File: src/rtl/ep_cfg_pkg.sv
package ep_cfg_pkg;

   localparam int unsigned BAR_NONE = 0;
   localparam int unsigned BAR_M32  = 1;
   localparam int unsigned BAR_M64L = 2;
   localparam int unsigned BAR_M64H = 3;

   localparam int unsigned WORD_ID     = 0;
   localparam int unsigned WORD_CMDSTS = 1;
   localparam int unsigned WORD_CLASS  = 2;
   localparam int unsigned WORD_BAR0   = 4;
   localparam int unsigned WORD_CAP    = 13;
   localparam int unsigned WORD_INTR   = 15;

   localparam logic [15:0] CMD_WMASK    = 16'h0547;
   localparam logic [15:0] STS_W1C_MASK = 16'hF900;

   localparam int unsigned MIN_BAR_LOG2 = 7;

   function automatic logic [31:0] be_to_mask(input logic [3:0] be);
      logic [31:0] m;
      for (int b = 0; b < 4; b++) m[8*b +: 8] = {8{be[b]}};
      return m;
   endfunction

   function automatic logic [31:0] masked_merge(input logic [31:0] old_v,
                                                input logic [31:0] new_v,
                                                input logic [31:0] keep_m);
      return (old_v & ~keep_m) | (new_v & keep_m);
   endfunction

endpackage

File: src/rtl/ep_cfg_bar.sv
module ep_cfg_bar
   import ep_cfg_pkg::*;
#(
   parameter int unsigned KIND = BAR_M32,
   parameter int unsigned LOG2 = 12,
   parameter bit          PREF = 1'b0
) (
   input  logic        clk,
   input  logic        rst_n,
   input  logic        wr_en,
   input  logic [3:0]  be,
   input  logic [31:0] wdata,
   output logic [31:0] rdata
);

   localparam logic [31:0] SIZE_MASK  = ~((32'd1 << LOG2) - 32'd1);
   localparam logic [31:0] ADDR_MASK  = (KIND == BAR_M64H) ? 32'hFFFF_FFFF : SIZE_MASK;
   localparam logic [1:0]  WIDTH_CODE = (KIND == BAR_M64L) ? 2'b10 : 2'b00;
   localparam logic [31:0] TYPE_BITS  = (KIND == BAR_M64H) ? 32'h0
                                      : {28'h0, PREF, WIDTH_CODE, 1'b0};

   generate
      if (KIND == BAR_NONE) begin : g_unused
         wire unused_bar_inputs = ^{clk, rst_n, wr_en, be, wdata};
         assign rdata = 32'h0;
      end else begin : g_used
         logic [31:0] base_q;
         always_ff @(posedge clk) begin
            if (!rst_n) begin
               base_q <= 32'h0;
            end else if (wr_en) begin
               base_q <= masked_merge(base_q, wdata, be_to_mask(be) & ADDR_MASK);
            end
         end
         assign rdata = (base_q & ADDR_MASK) | TYPE_BITS;
      end
   endgenerate

endmodule

File: src/rtl/ep_cfg_cmd.sv
module ep_cfg_cmd
   import ep_cfg_pkg::*;
(
   input  logic        clk,
   input  logic        rst_n,
   input  logic        wr_en,
   input  logic [1:0]  be,
   input  logic [15:0] wdata,
   output logic [15:0] cmd_o
);

   logic [15:0] cmd_q;
   logic [15:0] keep;

   assign keep = {{8{be[1]}}, {8{be[0]}}} & CMD_WMASK;

   always_ff @(posedge clk) begin
      if (!rst_n) begin
         cmd_q <= 16'h0;
      end else if (wr_en) begin
         cmd_q <= (cmd_q & ~keep) | (wdata & keep);
      end
   end

   assign cmd_o = cmd_q & CMD_WMASK;

endmodule

File: src/rtl/ep_cfg_status.sv
module ep_cfg_status
   import ep_cfg_pkg::*;
(
   input  logic        clk,
   input  logic        rst_n,
   input  logic        clr_en,
   input  logic [7:0]  clr_hi,
   input  logic        per_en,
   input  logic        ev_poison_rcvd,
   input  logic        ev_err_msg_sent,
   input  logic        ev_ur_cpl_rcvd,
   input  logic        ev_ca_cpl_rcvd,
   input  logic        ev_ca_cpl_sent,
   input  logic        ev_poison_master,
   input  logic        intx_pending,
   output logic [15:0] status_o
);

   logic [15:0] sticky_q;
   logic [15:0] set_v;
   logic [15:0] clr_v;

   always_comb begin
      set_v     = 16'h0;
      set_v[15] = ev_poison_rcvd;
      set_v[14] = ev_err_msg_sent;
      set_v[13] = ev_ur_cpl_rcvd;
      set_v[12] = ev_ca_cpl_rcvd;
      set_v[11] = ev_ca_cpl_sent;
      set_v[8]  = ev_poison_master & per_en;
      clr_v     = clr_en ? ({clr_hi, 8'h00} & STS_W1C_MASK) : 16'h0;
   end

   always_ff @(posedge clk) begin
      if (!rst_n) begin
         sticky_q <= 16'h0;
      end else begin
         sticky_q <= ((sticky_q & ~clr_v) | set_v) & STS_W1C_MASK;
      end
   end

   always_comb begin
      status_o    = sticky_q;
      status_o[4] = 1'b1;
      status_o[3] = intx_pending;
   end

endmodule

File: src/rtl/ep_cfg_regfile.sv
module ep_cfg_regfile
   import ep_cfg_pkg::*;
#(
   parameter logic [15:0] VENDOR_ID = 16'hABCD,
   parameter logic [15:0] DEVICE_ID = 16'h0123,
   parameter logic [31:0] CLASS_REV = 32'h0580_0001,
   parameter logic [7:0]  CAP_PTR   = 8'h40,
   parameter logic [7:0]  INT_PIN   = 8'h01,
   parameter int unsigned NUM_BAR   = 6,
   parameter logic [2*NUM_BAR-1:0] BAR_KINDS = {2'd0, 2'd1, 2'd3, 2'd2, 2'd0, 2'd1},
   parameter logic [6*NUM_BAR-1:0] BAR_LOG2S = {6'd0, 6'd7, 6'd0, 6'd20, 6'd0, 6'd12},
   parameter logic [NUM_BAR-1:0]   BAR_PREF  = 6'b000100
) (
   input  logic        clk,
   input  logic        rst_n,
   input  logic        req_valid,
   input  logic        req_write,
   input  logic [11:0] req_addr,
   input  logic [3:0]  req_be,
   input  logic [31:0] req_wdata,
   output logic        rd_valid,
   output logic [31:0] rd_data,
   input  logic        ev_poison_rcvd,
   input  logic        ev_err_msg_sent,
   input  logic        ev_ur_cpl_rcvd,
   input  logic        ev_ca_cpl_rcvd,
   input  logic        ev_ca_cpl_sent,
   input  logic        ev_poison_master,
   input  logic        intx_pending,
   output logic        io_space_en,
   output logic        mem_space_en,
   output logic        bus_master_en,
   output logic        parity_resp_en,
   output logic        serr_en,
   output logic        intx_disable,
   output logic        intx_assert
);

   localparam int unsigned IDX_W = 10;

   if (NUM_BAR != 6) begin : g_bad_count
      $error("type-0 header holds exactly six base address registers");
   end

   logic [IDX_W-1:0] idx;
   logic             wr_any;
   logic [15:0]      cmd_q;
   logic [15:0]      stat_word;
   logic [7:0]       int_line_q;
   logic [31:0]      bar_rd [NUM_BAR];
   logic [31:0]      rd_next;

   assign idx    = req_addr[11:2];
   assign wr_any = req_valid & req_write;

   wire unused_addr_lsb = ^req_addr[1:0];

   ep_cfg_cmd u_cmd (
      .clk   (clk),
      .rst_n (rst_n),
      .wr_en (wr_any && idx == IDX_W'(WORD_CMDSTS)),
      .be    (req_be[1:0]),
      .wdata (req_wdata[15:0]),
      .cmd_o (cmd_q)
   );

   ep_cfg_status u_status (
      .clk              (clk),
      .rst_n            (rst_n),
      .clr_en           (wr_any && idx == IDX_W'(WORD_CMDSTS) && req_be[3]),
      .clr_hi           (req_wdata[31:24]),
      .per_en           (cmd_q[6]),
      .ev_poison_rcvd   (ev_poison_rcvd),
      .ev_err_msg_sent  (ev_err_msg_sent),
      .ev_ur_cpl_rcvd   (ev_ur_cpl_rcvd),
      .ev_ca_cpl_rcvd   (ev_ca_cpl_rcvd),
      .ev_ca_cpl_sent   (ev_ca_cpl_sent),
      .ev_poison_master (ev_poison_master),
      .intx_pending     (intx_pending),
      .status_o         (stat_word)
   );

   for (genvar i = 0; i < NUM_BAR; i++) begin : g_bar
      localparam int unsigned KIND = int'(BAR_KINDS[2*i +: 2]);
      localparam int unsigned LOG2 = int'(BAR_LOG2S[6*i +: 6]);

      if ((KIND == BAR_M32 || KIND == BAR_M64L) &&
          (LOG2 < MIN_BAR_LOG2 || LOG2 > 31)) begin : g_bad_size
         $error("base address region size out of range");
      end
      if (KIND == BAR_M64L && i == NUM_BAR - 1) begin : g_bad_last
         $error("64-bit pair cannot start at the last slot");
      end
      if (KIND == BAR_M64L && i < NUM_BAR - 1) begin : g_chk_pair
         if (int'(BAR_KINDS[2*(i+1) +: 2]) != BAR_M64H) begin : g_bad_pair
            $error("64-bit lower half must be followed by an upper half");
         end
      end
      if (KIND == BAR_M64H && i == 0) begin : g_bad_first
         $error("upper half cannot be the first slot");
      end

      ep_cfg_bar #(
         .KIND (KIND),
         .LOG2 (LOG2),
         .PREF (BAR_PREF[i])
      ) u_bar (
         .clk   (clk),
         .rst_n (rst_n),
         .wr_en (wr_any && idx == IDX_W'(WORD_BAR0 + i)),
         .be    (req_be),
         .wdata (req_wdata),
         .rdata (bar_rd[i])
      );
   end

   always_ff @(posedge clk) begin
      if (!rst_n) begin
         int_line_q <= 8'h0;
      end else if (wr_any && idx == IDX_W'(WORD_INTR) && req_be[0]) begin
         int_line_q <= req_wdata[7:0];
      end
   end

   always_comb begin
      rd_next = 32'h0;
      case (idx)
         IDX_W'(WORD_ID):     rd_next = {DEVICE_ID, VENDOR_ID};
         IDX_W'(WORD_CMDSTS): rd_next = {stat_word, cmd_q};
         IDX_W'(WORD_CLASS):  rd_next = CLASS_REV;
         IDX_W'(WORD_CAP):    rd_next = {24'h0, CAP_PTR};
         IDX_W'(WORD_INTR):   rd_next = {16'h0, INT_PIN, int_line_q};
         default:             rd_next = 32'h0;
      endcase
      for (int i = 0; i < NUM_BAR; i++) begin
         if (idx == IDX_W'(WORD_BAR0 + i)) rd_next = bar_rd[i];
      end
   end

   always_ff @(posedge clk) begin
      if (!rst_n) begin
         rd_valid <= 1'b0;
         rd_data  <= 32'h0;
      end else begin
         rd_valid <= req_valid & ~req_write;
         if (req_valid && !req_write) rd_data <= rd_next;
      end
   end

   assign io_space_en    = cmd_q[0];
   assign mem_space_en   = cmd_q[1];
   assign bus_master_en  = cmd_q[2];
   assign parity_resp_en = cmd_q[6];
   assign serr_en        = cmd_q[8];
   assign intx_disable   = cmd_q[10];
   assign intx_assert    = intx_pending & ~cmd_q[10];

endmodule

File: config.mk
export PLATFORM = sky130hd
export DESIGN_NAME = ep_cfg_regfile
export DESIGN_NICKNAME = d
export VERILOG_FILES = /design/src/rtl/ep_cfg_pkg.sv /design/src/rtl/ep_cfg_bar.sv /design/src/rtl/ep_cfg_cmd.sv /design/src/rtl/ep_cfg_status.sv /design/src/rtl/ep_cfg_regfile.sv
export SDC_FILE = /design/constraint.sdc
export NUM_CORES = 1
export LEC_CHECK = 0
export ABC_AREA = 1
export ABC_CLOCK_PERIOD_IN_PS = 2700
export BUFFER_PORTS_ARGS = -buffer_cell sky130_fd_sc_hd__buf_2
export CORE_ASPECT_RATIO = 0.9
export CORE_UTILIZATION = 35
export DETAILED_ROUTE_END_ITERATION = 10
export PLACE_DENSITY = 0.57
export SYNTH_ARGS = -nofsm -noshare
export SYNTH_HDL_FRONTEND = slang
export SYNTH_SLANG_ARGS = --single-unit
File: constraint.sdc
create_clock -name clk -period 2.7 [get_ports clk]
set_input_delay 0.27 -clock clk [delete_from_list [all_inputs] [get_ports clk]]
set_output_delay 0.27 -clock clk [all_outputs]
set_load 0.005 [all_outputs]
### Word-level counts from Yosys, hierarchy flattened

Index checks and enable logic that the tools add are counted.
Widths: inputs -> output; s select.

* output and inout port bits: 40
* register bits: 201
* word-level logic and storage cells: 68
* bits of input ports: 59

* bitwise gates (word level): 29
* reductions and logical operators: 11
* mux-type cells: 8
* equal/unequal tests: 10

Operator list (number)
* $and 32x32->32: 8
* $mux 32: 6
* $pmux 32 s5: 1
* $not 32->32: 4
* $or 32x32->32: 4
* $eq 10x3->1 const B: 4
* $eq 10x4->1 const B: 4
* $and 16x16->16: 2
* $or 16x16->16: 2
* $and 16x11->16: 1
* $mux 16: 1
* $not 11->16: 1
* $not 16->16: 1
* $eq 10x1->1 const B: 1
* $eq 10x2->1 const B: 1
* $logic_not 10->1: 1
* $logic_and 1x1->1: 9
* $and 1x1->1: 4
* $not 1->1: 2
* $logic_not 1->1: 1

### Longest topological paths before layout

Gate-level depths: netlist (run 1).

* word-level depth: 8
* depth in mapped cells: 11
* gate-level depth less buffers: 11

### By module

From an unflattened synthesis (run 1), not the netlist that was laid out.

* cell total of the unflattened synthesis: 1402
* area total of the unflattened synthesis: 8962.3 um^2

By module, submodules not included
* ep_cfg_regfile: instances 1, cells an instance 635, area an instance 3895.0 um^2
* ep_cfg_bar (g_bar[3].u_bar): instances 1, cells an instance 203, area an instance 1308.8 um^2
* ep_cfg_bar (g_bar[4].u_bar): instances 1, cells an instance 168, area an instance 1083.5 um^2
* ep_cfg_bar (g_bar[0].u_bar): instances 1, cells an instance 140, area an instance 907.1 um^2
* ep_cfg_bar (g_bar[2].u_bar): instances 1, cells an instance 98, area an instance 654.4 um^2
* ep_cfg_bar (g_bar[1].u_bar ...): instances 2, cells an instance 33, area an instance 244.0 um^2
* ep_cfg_cmd: instances 1, cells an instance 49, area an instance 321.6 um^2
* ep_cfg_status: instances 1, cells an instance 43, area an instance 304.0 um^2

### Worst setup path before layout (run 1)

Ideal clock, no wire load.

* kind: input -> register
* start point: input port req_addr[7]
* end point: register rd_data[9]
* slack: 1203 ps
* stages on the path: 10
* data arrival time: 1362 ps
* library setup time: 135 ps
* data required time: 2565 ps
* path through: nor2_2 -> nand2_2 -> nor2_4 -> nand2_4 -> buf_6 -> buf_6 -> o21ai_0 -> nand2_1 -> nand2_1 -> a21oi_1

* word-level cells in the longest chain between the ends: 8

Ends and longest elaborated chain
* from (decl): line ep_cfg_regfile.sv:18 `input logic [11:0] req_addr,`
* $eq 10x4->1 (tied with other cells): line ep_cfg_regfile.sv:127 `case (idx)`
* $pmux 32 s5: line ep_cfg_regfile.sv:127
* $mux 32 (5 in a row): line ep_cfg_regfile.sv:136 `if (idx == IDX_W'(WORD_BAR0 + i)) rd_next = bar_rd[i];`
* $mux 32 (*): line ep_cfg_regfile.sv:136
* to (signal assigned): line ep_cfg_regfile.sv:146 `if (req_valid && !req_write) rd_data <= rd_next;`
* to (decl): line ep_cfg_regfile.sv:22 `output logic [31:0] rd_data,`

Mark *: on every way between the ends. The rest lies on a longest branch, timed or not.
A chain may end at the register's enable or synchronous reset.

==> reports/results.ini, run 1 <==
[sta]
setup_viol = 0
hold_viol = 0
finalCritPeriodShare_pct = 64.5
rsz0062_at_grt = no
tns_ns = 0
period_needed_ns = 1.74
setup_ws_ns = 0.959
holdWs_ns = 0.0466
drv_slew = 0
maxSlewHeadroom_pct = 50.4
timing.fmax_mhz = 574
tightest_slew_ns = 0.744
finalClockSkew_ns = 0.00903

[placed_design]
gp_congestion = 0.789
placed_cells = 1160
dp_hpwl_mm = 12.3
io_buffers = 96
place_area_sq_um = 6950
post-place-ws_ns = 0.570

[synthesis]
synth_cells = 856
synth_seq_cells = 142
ys_seq_area_share_pct = 45.1
synth_top_area_cell = dfxtp_1
synth_area_sq_um = 6310
yosys_warnings = 0
yosysUniqueCellTypes = 28
ys_top_cells_by_area = dfxtp_1 45%, a21oi_1 12%, nand2_1 8.9%
post_synth.cell_area_avg_sq_um = 7.37
synth_top_area_share_pct = 45.1
synth.net_count = 915

[clock_network]
clkLatencyLatePin_ns = 0.43
cts_tree = built
clk_pin_slew_ns = 0.06
cts_sinks = 142
postCtsHoldBufs = 0
clock_tree.root_cell = clkbuf_16
cts_buffer_depth = 2
ctsResizeCount = 0
post-cts-setup-buffers = 0
htree_levels = 4
cts_buffers = 17

[hold_path]
holdPathStages = 3
hold_start = ev_ca_cpl_rcvd
worstHoldPathType = in -> reg
whs_endpoint = u_status.sticky_q[12]

[worst_setup_path]
startpoint_type = input port
r2r_slack_ns = 1.71
endpoint_kind = flop
r2r_end = rd_data[3]
cp.required_ns = 3.01
arrival_ns = 2.05
critical_path_class = in -> reg
crit_fanout = 16
reg2reg_from = int_line_q[3]
r2r_cells = 4

[detailed_routing]
avgViaCountPerCell = 4.92
ant_nets = 0
dr.pass1.iters = 5
drt-total-wl_mm = 18.4
wire_per_inst_um = 15.4
drt_iter0_markers = 342
num_vias = 5856
drc = 0

[power]
power.switching_mw = 1.06
power.density_nw_per_um2 = 646
comb_power_share_pct = 4.5
switching_share_pct = 21.6
power.internal_mw = 3.84
p_leak_nw = 2.92
total_power_mw = 4.91
power_frac_seq_pct = 42.9
ir_drop_uv = 402
p_clk_share_pct = 52.6

[global_routing]
overflow = 0
antenna_found_initial = 2
grt_first_pass_wirelength_mm = 29.0
use_met2_pct = 32.0
grt_util_all_layers_pct = 21.0
grt_start_max_net_pins = 71
use_met1_pct = 28.6
top_usage_layer = met2
grt_use_met3_pct = 5.10
grt_pass1_vias = 5373

[final_layout]
syn_to_final_growth_pct = 20.4
drive_above_1_share_pct = 20.0
stdcell_count = 1191
layout.nets = 998
final_cell_area_sq_um = 7590
nFillCells = 1865
layout_common_cells = 150 x nand2_1, 146 x a21oi_1, 142 x dfxtp_1, 100 x inv_1, 96 x buf_2
final_common_cell = nand2_1
antennaDiodeCount = 0
multiInputGateArea_sq_um = 2830
post-route-util_pct = 43.1
seq_area_sq_um = 2840

[die]
dieArea_sq_um = 18600
initial_core_util_pct = 35.8
rows = 46
die_w_um = 143
die_h_um = 129
coreArea_sq_um = 17600
ios = 99

[job]
drv_cap = 0

[run_status]
outcome = complete, no violations

-- critical path: stages --
cell     delay (ns)
buf_2          0.11
nor2_4         0.26
nand2_1        0.15
inv_2          0.12
nand3_4        0.16
buf_4          0.27
nor2_4         0.16
nand2_2        0.22
o21ai_0        0.25
a21oi_1        0.06
-- Yosys cell counts --
master      n
o22ai_1     2
nor2_1     46
inv_1     100
nand2_1   150
a211oi_2    5
o21ai_2     3
o211ai_1    4
nand2_4     2
dfxtp_1   142
buf_4       4
clkbuf_2    1
a211oi_1   10
nor2_4     11
o21ai_0    88
inv_2       5
nand3_2     5
nor2_8      1
nand3_4     1
clkinv_1    2
buf_6       5
nor2_2      7
o21ai_1    13
clkbuf_1   19
buf_2      13
nand2_2    14
nand3_1    53
a21oi_1   146
nand4_1     4
-- cell type report --
type / count / area share, %
multi-input cells: 565 / 37.3
clock inverters: 11 / 2.49
well taps: 240 / 3.96
repair buffers: 106 / 7.48
flip-flops and latches: 142 / 37.4
clock buffers: 20 / 6.02
inverters: 107 / 5.29
-- routing by layer --
metal | wire, um | share of wire [%]
met3 | 1040 | 5.6
met1 | 8990 | 49
met4 | 323 | 1.8
met5 | 13 | 0.071
met2 | 8030 | 44
-- worst max path at each step --
stage,startpoint,end,slack [ns],cells after the start
detailed placement,req_addr[11],flop,0.57,10
global placement,req_addr[11],flop,0.60,10
CTS,req_addr[11],flop,1.03,10
finish,req_addr[11],flop,0.96,10
floorplan,req_addr[7],rd_data[9],1.20,10
global route,req_addr[11],flop,0.80,10
-- power by group through the flow --
stage,registers [mW],logic [mW],clock network [mW]
floorplan,2.15,0.112,0
global placement,2.15,0.222,0
detailed placement,2.15,0.221,0
CTS,2.11,0.222,2.62
global route,2.11,0.246,2.70
finish,2.11,0.221,2.58
-- kinds of logic after synthesis --
logic type	share of synthesized area, %
flops	45.1
buf+inv	9.98
compound gates	22.9
simple gates	22.1
No activity file was read; power rests on OpenSTA's default activity.
==> inputs of run 2 (changes only) <==
ABC_CLOCK_PERIOD_IN_PS = 1800   (was 2700)
clock period = 1.8 ns   (was 2.7 ns; I/O delays follow)
==> run 2 against run 1 <==
  * Flip-flop and latch count stayed put
  * Highest routed layer unchanged
  * Critical path depth is 1 lower
  * Hold slack worse by 0.028 ns
  * Critical path type unchanged
  * Register-to-register slack worse by 0.82 ns
  * Die area stayed put
==> reports/results.ini, run 2 (same netlist as run 1, synthesis figures left out) <==
[final_layout]
nFillCells = 1843  ; -1.2%
drive_above_1_share_pct = 22.2  ; +2.2 points
layout.nets = 1032  ; +3.4%
final_cell_area_sq_um = 7880  ; +3.7%
syn_to_final_growth_pct = 24.9
antennaDiodeCount = 0  ; unchanged
final_common_cell = nand2_1
stdcell_count = 1226  ; +2.9%
layout_common_cells = 150 x nand2_1, 146 x a21oi_1, 142 x dfxtp_1, 100 x inv_1, 96 x buf_2

[sta]
rsz0062_at_grt = no
tightest_slew_ns = 0.390  ; -0.354 ns
drv_slew = 0  ; unchanged
setup_viol = 0  ; unchanged
finalClockSkew_ns = 0.00728  ; -0.00174 ns
maxSlewHeadroom_pct = 74.0  ; +24 points
timing.fmax_mhz = 754
holdWs_ns = 0.0186  ; -0.0280 ns
period_needed_ns = 1.33
finalCritPeriodShare_pct = 73.7
tns_ns = 0  ; unchanged
hold_viol = 0  ; unchanged

[power]
p_clk_share_pct = 51.3  ; -1.3 points
power_frac_seq_pct = 43.6  ; +0.7 points
ir_drop_uv = 552  ; +37%
switching_share_pct = 21.8  ; +0.19 points
p_leak_nw = 3.08  ; +5.7%
power.switching_mw = 1.58  ; +49%
power.internal_mw = 5.66  ; +47%
comb_power_share_pct = 5.1  ; +0.6 points
total_power_mw = 7.24  ; +48%
power.density_nw_per_um2 = 919  ; +42%

[run_status]
outcome = complete, no violations

[die]
coreArea_sq_um = 17600  ; unchanged
ios = 99  ; unchanged
dieArea_sq_um = 18600  ; unchanged
rows = 46  ; unchanged
initial_core_util_pct = 35.8  ; unchanged
die_w_um = 143  ; unchanged
die_h_um = 129  ; unchanged

[global_routing]
grt_pass1_vias = 5340  ; -0.61%
antenna_found_initial = 1  ; -1
grt_util_all_layers_pct = 20.8  ; -0.12 points
overflow = 0  ; unchanged
grt_start_max_net_pins = 59  ; -17%
grt_first_pass_wirelength_mm = 29.1  ; +0.36%

[detailed_routing]
wl_met1_mm = 8.99  ; about the same
avgViaCountPerCell = 4.85  ; -1.4%
dr.pass1.iters = 4  ; -1
wire_per_inst_um = 15.1  ; -2.1%
drt_iter0_markers = 357  ; +4.4%
top_layer_used = met5
drt-total-wl_mm = 18.5  ; +0.75%
wl_met2_mm = 8.34  ; +3.8%
dr_wl_met3_um = 860  ; -17%
num_vias = 5946  ; +1.5%
ant_nets = 0  ; unchanged
drc = 0  ; unchanged

[clock_network]
htree_levels = 4  ; unchanged
cts_buffer_depth = 2  ; unchanged
post-cts-setup-buffers = 0  ; unchanged
clk_pin_slew_ns = 0.06  ; about the same
cts_buffers = 17  ; unchanged
clock_tree.root_cell = clkbuf_16
clkLatencyLatePin_ns = 0.42  ; about the same
cts_tree = built
cts_sinks = 142  ; unchanged

[worst_setup_path]
crit_fanout = 16  ; unchanged
cp.required_ns = 2.10  ; -0.91 ns
slowest_stage = nand3_2
max_stage_delay_ns = 0.26  ; about the same
startpoint_type = input port
endpoint_kind = flop
path_cells = buf_2, nor2_2, buf_4, nand3_2, nor2_2, buf_12, nand3_2, o21ai_0, a21oi_1
critical_path_class = in -> reg
cp-startpoint = req_addr[6]
arrival_ns = 1.63  ; -0.42 ns

[placed_design]
placed_cells = 1189  ; +2.5%
io_buffers = 96  ; unchanged
place_area_sq_um = 7200  ; +3.7%
dp_hpwl_mm = 12.9  ; +4.8%
gp_congestion = 0.820  ; +3.8%

[hold_path]
hold_start = req_wdata[3]
worstHoldPathType = in -> reg

[job]
drv_cap = 0  ; unchanged

run 2: cell count changes in the layout (fill, tap and decap cells not counted), sizes merged:
cell | previous run | this run
clkbuf | 20 | 21
dlygate4sd3 | 0 | 5
bufinv | 5 | 4
clkinv | 6 | 7
buf | 106 | 135
run 2: final cells by class:
class,count,area [sq um],share of cell area [%]
flip-flops and latches,142,2840,36.1
multi-input cells,565,2830,36.0
repair buffers,140,873,11.1
clock buffers,21,460,5.85
inverters,107,402,5.10
well taps,240,300,3.81
clock inverters,11,164,2.08
run 2: per-stage QoR:
step | utilization, % | setup WS (ns)
final | 44.7 | 0.473
after global routing | 44.7 | 0.262
after CTS | 44.7 | 0.474
after detailed placement | 40.9 | 0.0325
after global placement | 40.9 | 0.0577
after floorplan | - | 0.393
run 2: path summary, 6_finish.rpt:
| kind | depth (start not counted) | endpoint | slack (ns) |
|---|---|---|---|
| setup / recovery | 9 | flop | 0.47 |
| hold / removal | 3 | flop | 0.02 |
| setup reg to reg | 6 | rd_data[20] | 0.89 |
| hold reg to reg | 2 | flop | 0.44 |
run 2: per-layer routing:
| layer | vias to the layer above | track usage [%] |
|---|---|---|
| li1 | 3050 | - |
| met1 | 2740 | 28.7 |
| met2 | 131 | 32.2 |
| met3 | 23 | 4.43 |
| met4 | 2 | 7.32 |
| met5 | - | 0 |
run 2: what timing repair did:
item	CTS	global route
resized for setup	0	0
hold buffers	5	0
hold endpoints to repair	5	0
run 2: worst max-delay path, delay by kind of cell:
family,cells,cell delay (ns)
buffers and inverters,3,0.39
AND/OR/NAND/NOR,4,0.73
AO/OA/AOI/OAI,2,0.31
run 2: power by group through the flow:
stage                     sequential, mW  clock (mW)  combinational, mW
after floorplan                     3.23           0              0.168
after global placement              3.23           0              0.357
after detailed placement            3.23           0              0.358
after CTS                           3.16        3.79              0.368
after global routing                3.16        3.93              0.405
final                               3.16        3.71              0.368
